<file path="config.mk">
export PLATFORM = sky130hd
export DESIGN_NAME = sershift_unit
export DESIGN_NICKNAME = d
export VERILOG_FILES = /design/src/rtl/sershift_pkg.sv /design/src/rtl/sershift_edge_gen.sv /design/src/rtl/sershift_datapath.sv /design/src/rtl/sershift_hold_ctrl.sv /design/src/rtl/sershift_unit.sv
export SDC_FILE = /design/constraint.sdc
export NUM_CORES = 1
export LEC_CHECK = 0
export BUFFER_PORTS_ARGS = -buffer_cell sky130_fd_sc_hd__buf_2
export CORE_MARGIN = 2
export CORE_UTILIZATION = 29
export CTS_CLUSTER_DIAMETER = 120
export DETAILED_ROUTE_END_ITERATION = 10
export HOLD_SLACK_MARGIN = 0.05
export SYNTH_ARGS = -nofsm -noshare
export SYNTH_HDL_FRONTEND = slang
export SYNTH_SLANG_ARGS = --single-unit
export TNS_END_PERCENT = 1
</file>
<file path="constraint.sdc">
create_clock -name clk -period 1.91 [get_ports clk]
set_clock_uncertainty 0.2 [all_clocks]
set_input_delay 0.2865 -clock clk [delete_from_list [all_inputs] [get_ports clk]]
set_output_delay 0.2865 -clock clk [all_outputs]
set_load 0.03 [all_outputs]
</file>
<file path="src/rtl/sershift_pkg.sv">
package sershift_pkg;

    typedef enum logic [1:0] {
        SRC_SOFT  = 2'd0,
        SRC_PIN   = 2'd1,
        SRC_TIMER = 2'd2,
        SRC_OFF   = 2'd3
    } clk_src_e;

    typedef enum logic [1:0] {
        HOLD_FREE  = 2'd0,
        HOLD_START = 2'd1,
        HOLD_OVF   = 2'd2
    } hold_state_e;

endpackage

</file>
<file path="src/rtl/sershift_edge_gen.sv">
module sershift_edge_gen
    import sershift_pkg::*;
#(
    parameter int unsigned SYNC_STAGES = 2
) (
    input  logic     clk,
    input  logic     rst_n,
    input  clk_src_e src,
    input  logic     sw_strobe,
    input  logic     tmr_match,
    input  logic     sclk_pin,
    input  logic     sda_pin,
    input  logic     di_pin,
    output logic     sample_edge,
    output logic     output_edge,
    output logic     phase_high,
    output logic     int_clk,
    output logic     scl_s,
    output logic     sda_s,
    output logic     di_s,
    output logic     sda_fall
);
    // SYNC_STAGES must be at least 2
    logic [SYNC_STAGES-1:0] scl_sync, sda_sync, di_sync;
    logic scl_prev, sda_prev;
    logic int_tick, pin_rise, pin_fall;

    assign int_tick = ((src == SRC_SOFT) && sw_strobe) || ((src == SRC_TIMER) && tmr_match);

    always_ff @(posedge clk) begin
        if (!rst_n) begin
            scl_sync <= '1;
            sda_sync <= '1;
            di_sync  <= '0;
            scl_prev <= 1'b1;
            sda_prev <= 1'b1;
            int_clk  <= 1'b1;
        end else begin
            scl_sync <= {scl_sync[SYNC_STAGES-2:0], sclk_pin};
            sda_sync <= {sda_sync[SYNC_STAGES-2:0], sda_pin};
            di_sync  <= {di_sync[SYNC_STAGES-2:0], di_pin};
            scl_prev <= scl_sync[SYNC_STAGES-1];
            sda_prev <= sda_sync[SYNC_STAGES-1];
            int_clk  <= int_clk ^ int_tick;
        end
    end

    assign scl_s    = scl_sync[SYNC_STAGES-1];
    assign sda_s    = sda_sync[SYNC_STAGES-1];
    assign di_s     = di_sync[SYNC_STAGES-1];
    assign pin_rise = scl_s && !scl_prev;
    assign pin_fall = !scl_s && scl_prev;
    assign sda_fall = !sda_s && sda_prev;

    always_comb begin
        if (src == SRC_PIN) begin
            sample_edge = pin_rise;
            output_edge = pin_fall;
            phase_high  = scl_s;
        end else begin
            sample_edge = int_tick && !int_clk;
            output_edge = int_tick && int_clk;
            phase_high  = int_clk;
        end
    end
endmodule

</file>
<file path="src/rtl/sershift_datapath.sv">
module sershift_datapath #(
    parameter int unsigned DATA_W = 8,
    parameter int unsigned CNT_W  = 4
) (
    input  logic              clk,
    input  logic              rst_n,
    input  logic              wr_data_en,
    input  logic [DATA_W-1:0] wr_data,
    input  logic              wr_cnt_en,
    input  logic [CNT_W-1:0]  wr_cnt,
    input  logic              sample_edge,
    input  logic              output_edge,
    input  logic              phase_high,
    input  logic              serial_in,
    output logic [DATA_W-1:0] data_q,
    output logic [DATA_W-1:0] buf_q,
    output logic [CNT_W-1:0]  cnt_q,
    output logic              out_bit,
    output logic              ovf_event
);
    localparam logic [CNT_W-1:0] CNT_ONE = {{(CNT_W-1){1'b0}}, 1'b1};

    logic              any_edge;
    logic [DATA_W-1:0] data_next;

    assign any_edge  = sample_edge || output_edge;
    assign data_next = sample_edge ? {data_q[DATA_W-2:0], serial_in} : data_q;
    assign ovf_event = any_edge && (cnt_q == '1) && !wr_cnt_en;

    always_ff @(posedge clk) begin
        if (!rst_n) begin
            data_q  <= '0;
            buf_q   <= '0;
            cnt_q   <= '0;
            out_bit <= 1'b1;
        end else begin
            data_q <= wr_data_en ? wr_data : data_next;
            if (ovf_event) buf_q <= data_next;
            if (wr_cnt_en) cnt_q <= wr_cnt;
            else if (any_edge) cnt_q <= cnt_q + CNT_ONE;
            if (!phase_high) out_bit <= data_q[DATA_W-1];
        end
    end
endmodule

</file>
<file path="src/rtl/sershift_hold_ctrl.sv">
module sershift_hold_ctrl
    import sershift_pkg::*;
(
    input  logic        clk,
    input  logic        rst_n,
    input  logic        two_wire,
    input  logic        slave,
    input  logic        start_flag,
    input  logic        ovf_flag,
    output hold_state_e state,
    output logic        hold
);
    hold_state_e state_nx;

    always_ff @(posedge clk) begin
        if (!rst_n) state <= HOLD_FREE;
        else        state <= state_nx;
    end

    always_comb begin
        state_nx = state;
        unique case (state)
            HOLD_FREE: begin
                if (two_wire && start_flag && slave) state_nx = HOLD_START;
                else if (two_wire && ovf_flag)       state_nx = HOLD_OVF;
            end
            HOLD_START: begin
                if (!two_wire)       state_nx = HOLD_FREE;
                else if (!start_flag) state_nx = ovf_flag ? HOLD_OVF : HOLD_FREE;
            end
            HOLD_OVF: begin
                if (!two_wire)                 state_nx = HOLD_FREE;
                else if (start_flag && slave)  state_nx = HOLD_START;
                else if (!ovf_flag)            state_nx = HOLD_FREE;
            end
            default: state_nx = HOLD_FREE;
        endcase
    end

    always_comb begin
        unique case (state)
            HOLD_START, HOLD_OVF: hold = 1'b1;
            default:              hold = 1'b0;
        endcase
    end
endmodule

</file>
<file path="src/rtl/sershift_unit.sv">
module sershift_unit
    import sershift_pkg::*;
#(
    parameter int unsigned DATA_W      = 8,
    parameter int unsigned CNT_W       = 4,
    parameter int unsigned SYNC_STAGES = 2
) (
    input  logic              clk,
    input  logic              rst_n,
    input  logic              two_wire,
    input  logic [1:0]        clk_src,
    input  logic              sw_strobe,
    input  logic              tmr_match,
    input  logic              wr_data_en,
    input  logic [DATA_W-1:0] wr_data,
    input  logic              wr_cnt_en,
    input  logic [CNT_W-1:0]  wr_cnt,
    input  logic              clr_start,
    input  logic              clr_ovf,
    input  logic              start_ie,
    input  logic              ovf_ie,
    input  logic              di_pin,
    input  logic              sda_pin,
    input  logic              sclk_pin,
    output logic [DATA_W-1:0] data_q,
    output logic [DATA_W-1:0] buf_q,
    output logic [CNT_W-1:0]  cnt_q,
    output logic              start_flag,
    output logic              ovf_flag,
    output logic              irq,
    output logic              do_pin,
    output logic              sda_drive_low,
    output logic              scl_drive_low,
    output logic              sck_out
);
    clk_src_e    src;
    hold_state_e hold_state;
    logic sample_edge, output_edge, phase_high, int_clk;
    logic scl_s, sda_s, di_s, sda_fall;
    logic out_bit, ovf_event, hold, start_set, master_low;

    assign src = clk_src_e'(clk_src);

    sershift_edge_gen #(.SYNC_STAGES(SYNC_STAGES)) u_edge (
        .clk(clk), .rst_n(rst_n), .src(src), .sw_strobe(sw_strobe),
        .tmr_match(tmr_match), .sclk_pin(sclk_pin), .sda_pin(sda_pin),
        .di_pin(di_pin), .sample_edge(sample_edge), .output_edge(output_edge),
        .phase_high(phase_high), .int_clk(int_clk), .scl_s(scl_s),
        .sda_s(sda_s), .di_s(di_s), .sda_fall(sda_fall)
    );

    sershift_datapath #(.DATA_W(DATA_W), .CNT_W(CNT_W)) u_data (
        .clk(clk), .rst_n(rst_n), .wr_data_en(wr_data_en), .wr_data(wr_data),
        .wr_cnt_en(wr_cnt_en), .wr_cnt(wr_cnt), .sample_edge(sample_edge),
        .output_edge(output_edge), .phase_high(phase_high),
        .serial_in(two_wire ? sda_s : di_s), .data_q(data_q), .buf_q(buf_q),
        .cnt_q(cnt_q), .out_bit(out_bit), .ovf_event(ovf_event)
    );

    sershift_hold_ctrl u_hold (
        .clk(clk), .rst_n(rst_n), .two_wire(two_wire),
        .slave(src == SRC_PIN), .start_flag(start_flag), .ovf_flag(ovf_flag),
        .state(hold_state), .hold(hold)
    );

    assign start_set = two_wire && sda_fall && scl_s;

    always_ff @(posedge clk) begin
        if (!rst_n) begin
            start_flag <= 1'b0;
            ovf_flag   <= 1'b0;
        end else begin
            start_flag <= start_set || (start_flag && !clr_start);
            ovf_flag   <= ovf_event || (ovf_flag && !clr_ovf);
        end
    end

    assign master_low    = ((src == SRC_SOFT) || (src == SRC_TIMER)) && !int_clk;
    assign irq           = (start_flag && start_ie) || (ovf_flag && ovf_ie);
    assign do_pin        = !two_wire && out_bit;
    assign sda_drive_low = two_wire && !out_bit;
    assign scl_drive_low = two_wire && (hold || master_low);
    assign sck_out       = int_clk;
endmodule

</file>
### Word-level counts from Yosys, hierarchy flattened

Cells that the tools add are included.
Widths: inputs -> output; s select.

* add/subtract/negate cells: 1
* multipliers: 0
* div/mod/pow operators: 0
* magnitude comparators: 0
* eq/ne operators: 8
* shifts and indexed selects: 0
* mux-type cells: 18
* bitwise operators: 1
* reduce and logical (&&, ||, !) cells: 44

Operator list (number)
* $logic_and 1x1->1: 23
* $mux 2: 8
* $mux 8: 2
* $logic_not 1->1: 9
* $mux 4: 2
* $logic_or 1x1->1: 7
* $pmux 2 s3: 1
* $mux 1: 5
* $add 4x1->4 const B: 1
* $eq 2x1->1 const B: 2
* $eq 2x2->1 const B: 2
* $eq 4x4->1 const B: 1
* $logic_not 2->1: 2
* $ne 4x3->1 const B: 1
* $ne 3x1->1 const B: 1
* $ne 3x3->1 const B: 1
* $reduce_and 3->1: 1
* $reduce_bool 2->1: 1
* $reduce_or 2->1: 1
* $xor 1x1->1: 1

* flip-flop bits (word level): 34
* bits in latches: 0
* memory bits (writable): 0
* memory bits (read-only): 0
* input bits: 28
* output and inout port bits: 27
* logic and storage cells: 85
* memories: 0

### Longest topological paths before layout

* depth after elaboration: 9
* gate-level depth with buffers: 7

### Hierarchy

From an unflattened synthesis, not the netlist that was laid out.

* cell total of the unflattened synthesis: 165
* area total of the unflattened synthesis: 1627.8 um^2

By module, submodules not included
* sershift_datapath: instances 1, cells an instance 99, area an instance 948.4 um^2
* sershift_edge_gen: instances 1, cells an instance 30, area an instance 354.1 um^2
* sershift_hold_ctrl: instances 1, cells an instance 22, area an instance 198.9 um^2
* sershift_unit: instances 1, cells an instance 14, area an instance 126.4 um^2

### Worst setup path before layout

No wires, ideal clock.

* path type: reg2reg
* start: register u_edge.int_clk
* end: register ovf_flag
* library setup time: 0.115 ns
* arrival time: 1.706 ns
* data required time: 1.595 ns
* path slack: -0.111 ns
* stages on the path, launching flop included: 7
* buffers on the path: 1
* clock period less this slack: 2.021 ns
* path through: dfxtp_1 > inv_1 > ha_1 > o31a_4 > and2_4 > buf_6 > o21a_1

* longest elaborated chain between the ends: 7
* elaborated cells between the ends (all ways): 9
* classes of those cells: 2 x mux; 7 x reduce/logical

Ends and longest elaborated chain
* start, declared: line sershift_edge_gen.sv:17 `output logic int_clk,`
* start signal, assigned: line sershift_edge_gen.sv:44 `int_clk <= int_clk ^ int_tick;`
* $logic_not 1->1: line sershift_edge_gen.sv:61 `sample_edge = int_tick && !int_clk;`
* $logic_and 1x1->1: line sershift_edge_gen.sv:61
* $mux 1: line sershift_edge_gen.sv:56 `if (src == SRC_PIN) begin`
* $logic_or 1x1->1 (*): line sershift_datapath.sv:26 `assign any_edge = sample_edge || output_edge;`
* $logic_and 1x1->1 (*) (2 in series): line sershift_datapath.sv:28 `assign ovf_event = any_edge && (cnt_q == '1) && !wr_cnt_en;`
* $logic_or 1x1->1 (*): line sershift_unit.sv:74 `ovf_flag <= ovf_event || (ovf_flag && !clr_ovf);`
* end signal, assigned: line sershift_unit.sv:74
* end, declared: line sershift_unit.sv:29 `output logic ovf_flag,`

Every way passes the cells marked *; elsewhere a longest branch is shown, timed or not.
A chain may end at the register's enable or synchronous reset.

### Worst setup path in the final report

* start: register u_hold.state[0]
* end: output port scl_drive_low

* longest elaborated chain between the ends: 5
* elaborated cells between the ends (all ways): 6
* classes of those cells: 2 x eq/ne; 1 x mux; 3 x reduce/logical

Ends and longest elaborated chain
* start, declared: line sershift_hold_ctrl.sv:10 `output hold_state_e state,`
* start signal, assigned: line sershift_hold_ctrl.sv:17 `else state <= state_nx;`
* $eq 2x1->1 / $eq 2x2->1 (equally long branches): line sershift_hold_ctrl.sv:41 `unique case (state)`
* $reduce_or 2->1 (*): line sershift_hold_ctrl.sv:41
* $mux 1 (*): line sershift_hold_ctrl.sv:41
* $logic_or 1x1->1 (*): line sershift_unit.sv:82 `assign scl_drive_low = two_wire && (hold || master_low);`
* $logic_and 1x1->1 (*): line sershift_unit.sv:82
* end, declared: line sershift_unit.sv:33 `output logic scl_drive_low,`

Marked as above.

==> flow_summary.yaml <==
outcome:
  status: "finished clean"
finish:
  stdcell_area_sq_um: 2160
  n_antenna_cell: 0
  final_nets: 267
  final_layout_size_suffix_gt1_share_pct: 35.6
  post-route-util_pct: 41.4
  multi_input_area_sq_um: 836
  ff_latch_area_sq_um: 684
  area.growth.synth_to_final_pct: 35.7
  fillers: 554
clocking:
  clkLatencyLatePin_ns: 0.28
  cts_buffers: 5
  cts_tree: "yes"
  cts_sinks: 34
  clk_pin_slew_ns: 0.07
  cts_setup_buffers: 0
  clock_path_buffers: 2
  htreeDepth: 2
  root_buffer: "clkbuf_8"
logic_synthesis:
  yosys.area_share.simple_pct: 15.3
  synth_top_area_share_pct: 42.8
  synth-async-reset-ratio_pct: 0
  synthCells: 163
  syn_avg_cell_area_sq_um: 9.75
  ys.flop_type: "dfxtp_1"
  synthTopCellsByArea: "dfxtp_1 43%, mux2i_1 8.2%, ha_1 5.5%"
  synth_compound_area_share_pct: 18.3
  synth_top_cell_by_area: "dfxtp_1"
  synth_area_sq_um: 1590
  synth.most_common_cell: "dfxtp_1"
  ys_warn_count: 0
  synth_xor_area_share_pct: 1.10
  synth-adder-area-share_pct: 5.51
  synthMuxAreaShare_pct: 12.4
  synth_common_cells: "34 x dfxtp_1, 17 x a21oi_1, 13 x mux2i_1, 13 x o21ai_0, 9 x a211oi_1"
  synth_top_family_by_area: "compound AO/OA/AOI/OAI gates"
  syn-num-nets: 198
  seq_area_frac_synth_pct: 42.8
  yosys.cell_types.count: 34
  ys_seq_elements: 34
  synth_edf_count: 0
critical_path:
  rr_endpoint: "u_data.buf_q[2]"
  cp_max_fo: 4
  r2r_start: "u_edge.int_clk"
  worstSetupEndpointType: "output port"
  cp.required_ns: 1.42
  crit_path_start_kind: "register"
  rrSetupSlack_ns: 0.16
  critPathKind: "reg2out"
  r2r_cells: 5
  cp.arrival_ns: 1.34
placed_design:
  postPlaceCellArea_sq_um: 1990
  gp_congestion: 0.858
  place_hpwl_microns: 2760
  numPortBuffers: 54
die:
  fp-row-count: 26
  die_w_microns: 78.0
  core_sq_um: 5200
  initial_utilization_pct: 30.5
  die_h_microns: 78.0
  die_area_sq_um: 6090
  ios: 55
timing:
  hold_violations: 0
  fmax_mhz: 548
  relSlewSlack_pct: 76.8
  setup-violations-final: 0
  slew_violations: 0
  period_share_pct: 95.5
  worst_pin_slew_ns: 0.348
  min_period_ns: 1.82
drt:
  drt_iter0_drc: 48
  drtAntennaViolNets: 0
  avgRoutedWirePerCell_microns: 11.9
  firstDrtPassIters: 6
  vias: 1381
  drc: 0
  vias_per_cell: 4.56
  wl_microns: 3610
global_routing:
  use_met3_pct: 3.79
  grt_util_met1_pct: 14.9
  grt_antenna_before_repair: 0
  grt_overflow: 0
  grt_use_total_pct: 12.2
  grt_pass1_wl_microns: 5780
  top_usage_layer: "met2"
  grt_pass1_vias: 1312
  grt_max_degree: 15
  gr-usage-met2_pct: 20.2
pwr:
  total_power_mw: 1.63
  p_leak_nw: 1.00
  powerDensity_nw_per_um2: 754
  ir_drop_mv: 0.481
min_path:
  min_path_type: "in2reg"
  min_from: "rst_n"
  holdPathStages: 2
  min_to: "u_edge.scl_sync[0]"
flow_run:
  drv_cap: 0
==> per-stage QoR <==
step           hold slack (ns)  setup slack (ns)  std cells   TNS [ns]
6_report                0.0675            0.0857        303          0
5_1_grt                 0.0709         -0.000140        303  -0.000140
4_1_cts                 0.0610            0.0171        303          0
3_5_place_dp             0.194           -0.0877        290      -1.08
3_3_place_gp             0.188           -0.0323        290     -0.229
2_1_floorplan            0.160            0.0178        163          0
==> routing by layer <==
metal,vias to the layer above,share of wire [%]
met5,-,0
met4,0,1.2
met3,5,5.4
met2,38,47
met1,617,46
li1,721,-
==> sequential cells by signal, summed over array words and instances, names as in the netlist, 2 cells and up <==
| name | count |
|---|---|
| u_data.buf_q | 8 |
| u_data.cnt_q | 4 |
| u_data.data_q | 8 |
| u_edge.di_sync | 2 |
| u_edge.scl_sync | 2 |
| u_edge.sda_sync | 2 |
| u_hold.state | 2 |
==> repair_timing <==
action / CTS / global route
gates resized for setup: 0 / 2
setup endpoints to repair: 0 / 2
endpoints found under the hold margin: 4 / 0
hold buffers: 5 / 0
==> cells by family (layout without fill, tap and decap cells) <==
kind of cell             count (synthesis)  after routing
adder cells (fa/ha/maj)                  7              7
flip-flops                              34             34
buffers and inverters                   15             85
AO/OA/AOI/OAI                           47             47
AND/OR/NAND/NOR                         41             41
XOR/XNOR                                 2              2
multiplexers                            17             17
==> cells in the final DEF (no fill, tap or decap), drive strengths merged <==
master	synthesis	layout
and4b	1	1
inv	8	8
a31o	1	1
o21ai	13	13
ha	7	7
a22oi	1	1
o21a	2	2
a21oi	17	17
nand4	1	1
dlygate4sd3	0	5
a32oi	1	1
and4	1	1
mux2	2	2
nand2b	8	8
and2	4	4
clkbuf	4	8
dfxtp	34	34
nand2	7	7
nand4b	2	2
a31oi	1	1
o31a	1	1
a22o	1	1
or4	2	2
xnor2	2	2
buf	3	64
nor2b	5	5
nor2	6	6
a211oi	9	9
mux2i	15	15
nor3	1	1
nand3	3	3
==> power breakdown <==
part	switching [mW]	internal [mW]	total, mW
clock	0.243	0.364	0.606
combinational	0.146	0.109	0.254
sequential	0.0237	0.741	0.765
total	0.412	1.21	1.63
==> area by class of cell <==
class	instances	area share, %
inverters	8	1.39
flip-flops and latches	34	31.7
well taps	70	4.06
clock buffers	8	5.11
multi-input cells	114	38.8
repair buffers	69	18.9
==> how the worst max path moves through the flow <==
stage	from	end	slack, ns
2_1_floorplan	u_edge.int_clk	ovf_flag	0.02
3_3_place_gp	clk_src[1]	ovf_flag	-0.03
3_5_place_dp	clk_src[1]	u_data.buf_q[2]	-0.09
4_1_cts	u_hold.state[0]	scl_drive_low	0.02
5_1_grt	u_hold.state[0]	scl_drive_low	-0.0001
6_report	u_hold.state[0]	scl_drive_low	0.09
==> worst max-delay path, cell delays in order, from the launching register on <==
cell     delay, ns
dfxtp_2       0.35
inv_1         0.06
ha_1          0.29
o21a_1        0.18
buf_2         0.17
(Power assumes the default switching activity.)
